$ cat config.mk
export PLATFORM = sky130hd
export DESIGN_NAME = isu_irq_unit
export DESIGN_NICKNAME = d
export VERILOG_FILES = /design/src/rtl/isu_pkg.sv /design/src/rtl/isu_edge_detect.sv /design/src/rtl/isu_req_latch.sv /design/src/rtl/isu_read_mux.sv /design/src/rtl/isu_irq_unit.sv
export SDC_FILE = /design/constraint.sdc
export NUM_CORES = 1
export LEC_CHECK = 0
export BUFFER_PORTS_ARGS = -buffer_cell sky130_fd_sc_hd__buf_2
export CORE_MARGIN = 4
export CORE_UTILIZATION = 50
export CTS_CLUSTER_DIAMETER = 100
export DETAILED_ROUTE_END_ITERATION = 6
export GPL_TIMING_DRIVEN = 0
export PLACE_DENSITY = 0.82
export SYNTH_ARGS = -nofsm -noshare
export SYNTH_HDL_FRONTEND = slang
export SYNTH_HIERARCHICAL = 1
export SYNTH_SLANG_ARGS = --single-unit
$ cat constraint.sdc
create_clock -name clk -period 1.74 [get_ports clk]
set_input_delay 0.348 -clock clk [delete_from_list [all_inputs] [get_ports clk]]
set_output_delay 0.348 -clock clk [all_outputs]
set_load 0.005 [all_outputs]
$ cat src/rtl/isu_pkg.sv
package isu_pkg;
   // Byte offsets of the channel interrupt registers
   localparam int OFF_STAT = 'h10;
   localparam int OFF_REQ  = 'h14;
   localparam int OFF_EN   = 'h18;
   localparam int OFF_DET  = 'h1C;
   // Index of each event line inside the event vector
   localparam int EV_DONE  = 0;
   localparam int EV_ABORT = 1;
   localparam int EV_NUM   = 2;
endpackage

$ cat src/rtl/isu_edge_detect.sv
module isu_edge_detect #(
   parameter int N          = 2,
   parameter bit EDGE_LATCH = 1'b1
) (
   input  logic         clk,
   input  logic         rst_n,
   input  logic [N-1:0] lvl,
   output logic [N-1:0] hit
);
   logic [N-1:0] prev;

   for (genvar i = 0; i < N; i++) begin : g_line
      always_ff @(posedge clk or negedge rst_n) begin
         if (!rst_n) prev[i] <= 1'b0;
         else        prev[i] <= lvl[i];
      end
      assign hit[i] = EDGE_LATCH ? (lvl[i] & ~prev[i]) : lvl[i];

      // a line held high gives no second hit in edge mode
      a_r11_single_hit: assert property (@(posedge clk) disable iff (!rst_n)
         (EDGE_LATCH && prev[i] && lvl[i]) |-> !hit[i]);
   end
endmodule

$ cat src/rtl/isu_req_latch.sv
module isu_req_latch #(
   parameter int W = 32
) (
   input  logic         clk,
   input  logic         rst_n,
   input  logic [W-1:0] set,
   input  logic [W-1:0] clr,
   output logic [W-1:0] q
);
   always_ff @(posedge clk or negedge rst_n) begin
      if (!rst_n) q <= '0;
      else        q <= (q & ~clr) | set;
   end

   // every bit set by an event is present one cycle later, clear or not
   a_r6_event_wins: assert property (@(posedge clk) disable iff (!rst_n)
      (set != '0) |=> ((q & $past(set)) == $past(set)));

   // bits written as one with no event are gone one cycle later
   a_r5_clear_ones: assert property (@(posedge clk) disable iff (!rst_n)
      ((clr != '0) && (set == '0)) |=> ((q & $past(clr)) == '0));
endmodule

$ cat src/rtl/isu_read_mux.sv
module isu_read_mux
   import isu_pkg::*;
#(
   parameter int DATA_W = 32,
   parameter int ADDR_W = 8
) (
   input  logic [ADDR_W-1:0] rd_addr,
   input  logic [DATA_W-1:0] live,
   input  logic [DATA_W-1:0] req,
   input  logic [DATA_W-1:0] en,
   output logic [DATA_W-1:0] rd_data
);
   always_comb begin
      rd_data = '0;
      unique case (rd_addr)
         ADDR_W'(OFF_STAT): rd_data = live;
         ADDR_W'(OFF_REQ):  rd_data = req;
         ADDR_W'(OFF_EN):   rd_data = en;
         ADDR_W'(OFF_DET):  rd_data = req & en;
         default:           rd_data = '0;
      endcase
   end
endmodule

$ cat src/rtl/isu_irq_unit.sv
module isu_irq_unit
   import isu_pkg::*;
#(
   parameter int DATA_W     = 32,
   parameter int ADDR_W     = 8,
   parameter int DONE_BIT   = 1,
   parameter int ABORT_BIT  = 13,
   parameter bit EDGE_LATCH = 1'b1
) (
   input  logic              clk,
   input  logic              rst_n,
   input  logic              wr_en,
   input  logic [ADDR_W-1:0] wr_addr,
   input  logic [DATA_W-1:0] wr_data,
   input  logic [ADDR_W-1:0] rd_addr,
   output logic [DATA_W-1:0] rd_data,
   input  logic              done_evt,
   input  logic              abort_evt,
   output logic              irq
);
   localparam logic [DATA_W-1:0] DONE_M  = DATA_W'(1) << DONE_BIT;
   localparam logic [DATA_W-1:0] ABORT_M = DATA_W'(1) << ABORT_BIT;
   localparam logic [DATA_W-1:0] IMPL_M  = DONE_M | ABORT_M;

   if (DONE_BIT >= DATA_W || ABORT_BIT >= DATA_W || DONE_BIT < 0 || ABORT_BIT < 0)
   begin : g_bad_bit
      $error("isu_irq_unit: event bit outside the data word");
   end
   if (DONE_BIT == ABORT_BIT) begin : g_bad_same
      $error("isu_irq_unit: done and abort bits must differ");
   end
   if (ADDR_W < 5) begin : g_bad_addr
      $error("isu_irq_unit: ADDR_W too narrow for the register offsets");
   end

   logic [EV_NUM-1:0] ev_lvl, ev_hit;
   logic [DATA_W-1:0] live, set_v, clr_v, req, en, det;

   assign ev_lvl[EV_DONE]  = done_evt;
   assign ev_lvl[EV_ABORT] = abort_evt;

   isu_edge_detect #(.N(EV_NUM), .EDGE_LATCH(EDGE_LATCH)) u_edge (
      .clk(clk), .rst_n(rst_n), .lvl(ev_lvl), .hit(ev_hit)
   );

   always_comb begin
      live  = (done_evt ? DONE_M : '0) | (abort_evt ? ABORT_M : '0);
      // an abort reports completion as well
      set_v = ((ev_hit[EV_DONE] | ev_hit[EV_ABORT]) ? DONE_M : '0)
            | (ev_hit[EV_ABORT] ? ABORT_M : '0);
      clr_v = (wr_en && wr_addr == ADDR_W'(OFF_REQ)) ? (wr_data & IMPL_M) : '0;
   end

   isu_req_latch #(.W(DATA_W)) u_req (
      .clk(clk), .rst_n(rst_n), .set(set_v), .clr(clr_v), .q(req)
   );

   always_ff @(posedge clk or negedge rst_n) begin
      if (!rst_n)                                   en <= '0;
      else if (wr_en && wr_addr == ADDR_W'(OFF_EN)) en <= wr_data & IMPL_M;
   end

   assign det = req & en;

   always_ff @(posedge clk or negedge rst_n) begin
      if (!rst_n) irq <= 1'b0;
      else        irq <= |det;
   end

   isu_read_mux #(.DATA_W(DATA_W), .ADDR_W(ADDR_W)) u_rd (
      .rd_addr(rd_addr), .live(live), .req(req), .en(en), .rd_data(rd_data)
   );

   // a zero detect read-back means no interrupt on the next cycle
   a_r9_quiet_when_zero: assert property (@(posedge clk) disable iff (!rst_n)
      (rd_addr == ADDR_W'(OFF_DET) && rd_data == '0) |=> !irq);

   // the enable read-back never shows reserved bits
   a_r7_reserved_zero: assert property (@(posedge clk) disable iff (!rst_n)
      (rd_addr == ADDR_W'(OFF_EN)) |-> ((rd_data & ~IMPL_M) == '0));

   // an abort edge latches both the abort and the done bit
   a_r4_abort_sets_both: assert property (@(posedge clk) disable iff (!rst_n)
      (EDGE_LATCH && $rose(abort_evt)) |=> (req[ABORT_BIT] && req[DONE_BIT]));

   // a done edge latches the done bit
   a_r3_done_latches: assert property (@(posedge clk) disable iff (!rst_n)
      (EDGE_LATCH && $rose(done_evt)) |=> req[DONE_BIT]);

   // a write to a read-only register leaves the enable mask unchanged
   a_r10_ro_write: assert property (@(posedge clk) disable iff (!rst_n)
      (wr_en && (wr_addr == ADDR_W'(OFF_STAT) || wr_addr == ADDR_W'(OFF_DET)))
      |=> $stable(en));
endmodule

**Yosys cells after proc, flatten, opt, wreduce, memory -nomap -nowiden**

Cells that the tools add are included.

- Bitwise operators: 11
- Reduce and logical (&&, ||, !) cells: 3
- Mux-type cells: 6
- Eq/ne operators: 6

Operator list:

| operator | number |
|---|---|
| $pmux W32 S4 | 1 |
| $eq A8 B5 Y1 const B | 6 |
| $mux W14 | 3 |
| $and A32 B14 Y32 | 1 |
| $and A32 B32 Y32 | 1 |
| $not A14 Y32 | 1 |
| $or A32 B14 Y32 | 1 |
| $reduce_or A32 Y1 | 1 |
| $or A2 B14 Y14 | 2 |
| $mux W2 | 2 |
| $and A1 B1 Y1 | 2 |
| $logic_and A1 B1 Y1 | 2 |
| $not A1 Y1 | 2 |
| $or A1 B1 Y1 | 1 |

- Logic and storage cells: 31
- Register bits: 37
- Input bits: 53
- Output and inout bits: 33

**Longest topological paths before layout**

Gate-level depths: netlist of the first run.

- Depth in word-level cells: 6
- Mapped depth: 5
- Depth with buffers taken out: 5

**By module**

Netlist of the first run, hierarchy kept.

Modules (own cells, without submodules):

| module | sequential area each (um2) | cells each | times used | area an instance (um2) |
|---|---|---|---|---|
| isu_req_latch | 800.8 | 96 | 1 | 1,161.1 |
| isu_read_mux | 0.0 | 114 | 1 | 743.2 |
| isu_irq_unit | 75.1 | 15 | 1 | 173.9 |
| isu_edge_detect | 50.0 | 4 | 1 | 77.6 |

**Worst setup path after synthesis of the first run**

OpenSTA, ideal clock, no wires.

- Path kind: input -> output
- Start point: input port rd_addr[7]
- End point: output port rd_data[0]
- Arrival: 1.149 ns
- Required time: 1.392 ns
- Path buffers: 1
- Setup slack: 0.243 ns
- Stages: 4
- Cell sequence: nor4_2 -> nand3b_2 -> buf_6 -> nor3_2

- Longest elaborated chain between the ends: 2
- Elaborated cells between the ends (all ways): 5
- Classes of those cells: eq/ne: 4; mux: 1

Ends and longest elaborated chain:

| what | line | RTL |
|---|---|---|
| start, declared | isu_irq_unit.sv:15 | `input logic [ADDR_W-1:0] rd_addr,` |
| $eq A8 B5 Y1 | isu_read_mux.sv:15 | `unique case (rd_addr)` |
| $pmux W32 S4 (*) | isu_read_mux.sv:15 |  |
| end, declared | isu_irq_unit.sv:16 | `output logic [DATA_W-1:0] rd_data,` |

Mark *: on every way between the ends. The rest lies on a longest branch, timed or not.

**Worst setup path in the final report of the first run**

- Start point: input port rd_addr[7]
- End point: output port rd_data[27]

The elaborated chain is that of the path after synthesis.

==> results.sh, run 1 <==
export IMPL_synthToLayoutAreaGrowth_pct=43.1
export IMPL_ys_flop_type="dfrtp_1"
export IMPL_synth_top_family_by_area="simple AND/OR/NAND/NOR gates"
export IMPL_avgSynthCellArea_um2=9.41
export IMPL_crit_type="primary input to output port"
export IMPL_synth_edff_count=0
export IMPL_maxCapViolCount=0
export IMPL_rsz0062_at_grt="true"
export IMPL_powerDensity_mw_per_mm2=647
export IMPL_worstPathArrival_ns=1.45
export IMPL_dp_cells=453
export IMPL_synth_top_cells_by_count="dfrtp_1, inv_1, a21o_1, nor2_1, o22ai_1"
export IMPL_synth_simple_area_share_pct=25.4
export IMPL_startpoint_type="primary input"
export IMPL_fp_dieArea_mm2=0.00543
export IMPL_period_share_pct=104
export IMPL_antennaDiodeCount=0
export IMPL_cp_max_fo=10
export IMPL_drc=0
export IMPL_clkTransAtPathRegs_ns=0.07
export IMPL_synthTopCellsByArea="dfrtp_1, nor3_2, a21o_1, o22ai_1, inv_1"
export IMPL_p_leak_nw=1.59
export IMPL_stdcell_count=461
export IMPL_max_slew_margin_pct=46.4
export IMPL_syn_inst=229
export IMPL_multiInputGateArea_mm2=0.00149
export IMPL_total_power_mw=2.00
export IMPL_gp_congestion=0.719
export IMPL_seqCellArea_um2=926
export IMPL_avgRoutedWirePerCell_um=10.1
export IMPL_final_nets=463
export IMPL_grt_overflow_total=0
export IMPL_drv_slew=0
export IMPL_antenna_found_initial=0
export IMPL_port_buffers=55
export IMPL_clock_sinks=37
export IMPL_yosys_warnings=6
export IMPL_grt_pass1_wl_um=8140
export IMPL_synth_most_common_cell="dfrtp_1"
export IMPL_num_io_pins=86
export IMPL_min_period_ns=1.80
export IMPL_ant_nets=0
export IMPL_synthAdderAreaFrac_pct=0
export IMPL_drive_gt1_share_pct=27.0
export IMPL_path_cells="buf_2, nor4_4, nand3b_4, buf_6, nor3_2, buf_2"
export IMPL_place_worst_setup_slack_ns=-0.114
export IMPL_setup_viol=30
export IMPL_setup_ws_ns=-0.0609
export IMPL_vias_per_cell=4.30
export IMPL_final_area_mm2=0.00308
export IMPL_syn_area_mm2=0.00216
export IMPL_vdd_drop_max_mv=0.449
export IMPL_grt_max_degree=38
export IMPL_cts_tree="done"
export IMPL_wl_um=4650
export IMPL_min_path_type="primary input to asynchronous set/reset pin"
export IMPL_placed_area_mm2=0.00294
export IMPL_post_cts_buffers=0
export IMPL_cts_max_level=2
export IMPL_ys_seq_area_share_pct=42.9
export IMPL_endpoint_kind="output port"
export IMPL_hold_violations=0
export IMPL_clkLatencyLatePin_ns=0.29
export IMPL_drt_iter0_drc=58
export IMPL_dieHeight_um=73.7
export IMPL_finClkSkew_ns=0.000731
export IMPL_outcome="complete, but fails checks"
export IMPL_crit_family="simple AND/OR/NAND/NOR gates"
export IMPL_timing_fmax_mhz=555
export IMPL_worstMarginPinSlew_ns=0.804
export IMPL_yosysTopAreaCell="dfrtp_1"
export IMPL_crit_top_cell="buf_2"
export IMPL_synth_compound_area_share_pct=20.8
export IMPL_cts_path_max_buffers=2
export IMPL_fin_setup_tns_ns=-0.704
export IMPL_first_pass_iters=4
export IMPL_critical_path_required_ns=1.39
export IMPL_violations="negative setup slack"
export IMPL_clock_root_buffer="clkbuf_8"
export IMPL_critical_path_slowest_cell="nor4_4"
export IMPL_synth_xor_area_share_pct=0
export IMPL_synth_distinct_cells=22
export IMPL_cts_made_buffers=5
export IMPL_slowest_delay_ns=0.32
export IMPL_num_vias=1981
export IMPL_critPathBufInv=3
export IMPL_fillCellCount=322
export IMPL_grt_pass1_vias=1997
export IMPL_yosys_area_top_type_share_pct=42.9
export IMPL_synthMuxAreaShare_pct=1.04
export IMPL_initial_core_util_pct=52.8
export IMPL_ys_ff_latch=37
export IMPL_row_count=23
export IMPL_core_mm2=0.00409
export IMPL_dp_final_hpwl_um=3490
export IMPL_synthArstFlopShare_pct=100
export IMPL_grt_use_total_pct=19.7
export IMPL_fp_dieW_um=73.7
worst reg2reg max path: stages, from the launching register on:
cell and delay (ns):
dfrtp_1 0.37, nor2b_4 0.05, or2_2 0.30, a21o_1 0.16
layout by cell type (no fill, tap or decap), types with 3 or more instances in the layout:
| cell | instances |
|---|---|
| clkbuf_8 | 6 |
| clkbuf_2 | 6 |
| conb_1 | 120 |
| nor2_1 | 32 |
| a21o_1 | 32 |
| buf_6 | 3 |
| nor3_2 | 31 |
| dfrtp_1 | 37 |
| buf_2 | 57 |
| o22ai_1 | 32 |
| inv_1 | 35 |
flip-flops by register name, indices dropped and copies added, names as in the netlist:
signal       cells
u_req/q         32
en               2
u_edge/prev      2
irq              1
cells by family (layout without fill, tap and decap cells):
logic type      after synthesis  in the layout
compound gates               65             65
buf+inv                      48            111
flops                        37             37
mux                           2              2
other cells                   1            120
simple gates                 76             76
routing by layer:
| metal | up-vias | track usage, % | part of all wire (%) |
|---|---|---|---|
| met5 | - | 0 | 0 |
| met4 | 0 | 9.26 | 1.8 |
| met3 | 13 | 4.92 | 4.7 |
| met2 | 47 | 34.8 | 52 |
| met1 | 894 | 22.1 | 42 |
| li1 | 1027 | - | - |
where the power goes:
part           internal [mW]  switching, mW  total [mW]
Clock                  0.467          0.294       0.761
Combinational          0.118          0.172       0.291
Sequential             0.914         0.0308       0.945
Total                   1.50          0.497        2.00
metrics by stage:
stage / hold slack [ns] / util (%)
floorplan: 0.0524 / -
global placement: 0.459 / 72.0
detailed placement: 0.469 / 72.0
CTS: 0.175 / 75.5
global route: 0.189 / 75.5
finish: 0.140 / 75.5
cell type report:
cell class | count | share of cell area [%]
Buffer | 13 | 2.76
Clock buffer | 7 | 2.80
Clock inverter | 1 | 0.974
Inverter | 35 | 4.26
Multi-Input combinational cell | 263 | 48.2
Sequential cell | 37 | 30.0
Tap cell | 50 | 2.03
Timing Repair Buffer | 55 | 8.92
final timing paths:
kind,slack (ns),start,cells past startpoint,to
setup / recovery,-0.06,rd_addr[7],6,rd_data[27]
hold / removal,0.14,rst_n,1,irq
setup reg to reg,0.76,u_edge/prev[1],3,u_req/q[1]
hold reg to reg,0.48,u_req/q[18],1,u_req/q[18]
max in group asynchronous,1.08,rst_n,1,u_req/q[26]
min in group clk,0.20,abort_evt,1,u_edge/prev[1]
timing repair:
action,CTS,global route
gates resized for setup,9,0
hold buffers,0,0
endpoints found under the setup margin,31,31
pin swaps,1,1
No activity file was read; power rests on OpenSTA's default activity.
==> run 2, diff against run 1 <==
CORE_UTILIZATION = 51   (was 50)
PLACE_DENSITY = 0.83   (was 0.82)
clock period = 2.3 ns   (was 1.74 ns; I/O delays follow)
==> run 2 against run 1 <==
Net effect:
- the flow now finishes without violations
- clock-buffer cell count unchanged
- first-iteration DRC count increased by 3.4%
- routed wire length down 0.11%
- global-route usage increased by 0.17 points
- sequential power fell by 24%
- final area decreased by 1.4%
- worst setup slack gained 0.24 ns
- critical endpoint is now rd_data[6]
- largest cell class unchanged
- highest routed layer unchanged
==> results.sh, run 2 (synthesized netlist as in run 1, its figures left out) <==
export IMPL_outcome="completed"
export IMPL_max_slew_margin_pct=45.6
export IMPL_most_common_layout_cells="conb_1, buf_2, dfrtp_1"
export IMPL_p_leak_nw=1.55
export IMPL_stdcell_count=461
export IMPL_antennaDiodeCount=0
export IMPL_dieHeight_um=73.0
export IMPL_setup_viol=0
export IMPL_clock_sinks=37
export IMPL_cts_made_buffers=5
export IMPL_cts_hold_buf=0
export IMPL_fp_dieArea_mm2=0.00533
export IMPL_top_regs="u_req/q x32, en x2, u_edge/prev x2"
export IMPL_drive_gt1_share_pct=25.8
export IMPL_setup_ws_ns=0.182
export IMPL_startpoint="rd_addr[2]"
export IMPL_reg2reg_depth=3
export IMPL_clkLatencyLatePin_ns=0.29
export IMPL_grt_pass1_vias=1930
export IMPL_post_cts_buffers=0
export IMPL_antenna_found_initial=0
export IMPL_vdd_drop_max_mv=0.348
export IMPL_worstPathArrival_ns=1.66
export IMPL_min_path_type="primary input to asynchronous set/reset pin"
export IMPL_gp_congestion=0.754
export IMPL_r2r_end="u_req/q[1]"
export IMPL_r2r_slack_ns=1.35
export IMPL_final_nets=463
export IMPL_cts_tree="done"
export IMPL_cts_max_level=2
export IMPL_critical_path_required_ns=1.84
export IMPL_grt_overflow_total=0
export IMPL_drv_slew=0
export IMPL_seqCellArea_um2=926
export IMPL_row_count=23
export IMPL_num_vias=1919
export IMPL_final_common_cell="conb_1"
export IMPL_grt_pass1_wl_um=8070
export IMPL_rsz0062_at_grt="false"
export IMPL_fin_util_pct=75.0
export IMPL_total_power_mw=1.43
export IMPL_ant_nets=0
export IMPL_largest_register="u_req/q"
export IMPL_powerDensity_mw_per_mm2=469
export IMPL_crit_type="primary input to output port"
export IMPL_initial_core_util_pct=53.1
export IMPL_clkTransAtPathRegs_ns=0.07
export IMPL_grt_use_total_pct=19.9
export IMPL_core_mm2=0.00406
export IMPL_cts_path_max_buffers=2
export IMPL_finClkSkew_ns=0.00109
export IMPL_timing_fmax_mhz=472
export IMPL_port_buffers=55
export IMPL_timing_critical_path_to="rd_data[6]"
export IMPL_fp_dieW_um=73.0
export IMPL_multiInputGateArea_mm2=0.00147
export IMPL_clock_root_buffer="clkbuf_8"
export IMPL_drc=0
export IMPL_num_io_pins=86
export IMPL_reg2reg_from="u_edge/prev[1]"
export IMPL_synthToLayoutAreaGrowth_pct=41.1
export IMPL_endpoint_kind="output port"
export IMPL_startpoint_type="primary input"
export IMPL_worstMarginPinSlew_ns=0.816
export IMPL_place_worst_setup_slack_ns=0.218
export IMPL_dp_cells=453
export IMPL_period_share_pct=92.1
export IMPL_wl_um=4650
export IMPL_first_pass_iters=4
export IMPL_dp_final_hpwl_um=3520
export IMPL_fillCellCount=339
export IMPL_maxCapViolCount=0
export IMPL_fin_setup_tns_ns=0
export IMPL_grt_max_degree=38
export IMPL_hold_violations=0
export IMPL_cp_max_fo=10
export IMPL_drt_iter0_drc=60
export IMPL_cts_resized=0
export IMPL_largest_reg_flops=32
export IMPL_vias_per_cell=4.16
export IMPL_avgRoutedWirePerCell_um=10.1
export IMPL_min_period_ns=2.12
==> run 2: worst min-delay path by stage <==
stage           startpoint           to  depth (start not counted)
3_5_place_dp    u_req/q[4]   u_req/q[4]                          1
6_report             rst_n   u_req/q[7]                          1
3_3_place_gp   u_req/q[17]  u_req/q[17]                          1
2_1_floorplan        rst_n       en[13]                          0
5_1_grt              rst_n   u_req/q[7]                          1
4_1_cts              rst_n   u_req/q[7]                          1
==> run 2: area by class of cell <==
type / count / share of cell area (%)
inverters: 35 / 4.32
well taps: 50 / 2.06
multi-input cells: 263 / 48.3
clock inverters: 1 / 0.165
repair buffers: 55 / 9.05
plain buffers: 13 / 2.47
flip-flops and latches: 37 / 30.4
clock buffers: 7 / 3.17
==> run 2: worst max-delay path: stages <==
cell and delay [ns]:
buf_2 0.10, inv_1 0.13, clkbuf_1 0.44, o22ai_1 0.21, nor3_2 0.19, buf_2 0.14
==> run 2: report_power, final <==
group	switching [mW]	internal [mW]	total [mW]
Sequential	0.0241	0.691	0.715
Clock	0.228	0.271	0.498
Combinational	0.127	0.0865	0.214
==> run 2: through the flow <==
| step | hold slack (ns) | instance area [um^2] |
|---|---|---|
| detailed placement | 0.468 | 2940 |
| finish | 0.255 | 3040 |
| global placement | 0.460 | 2940 |
| CTS | 0.278 | 3040 |
| floorplan | 0.164 | 2600 |
| global route | 0.295 | 3040 |
==> run 2: layer usage <==
layer  share of wire [%]  wire (um)  global-route usage, %  vias to the layer above
li1                    -          -                      -                     1028
met1                  43       1980                   21.1                      844
met2                  51       2360                   35.9                       41
met3                 4.7        218                   5.79                        6
met4                 1.8         84                   9.02                        0
met5                   0          0                      0                        -
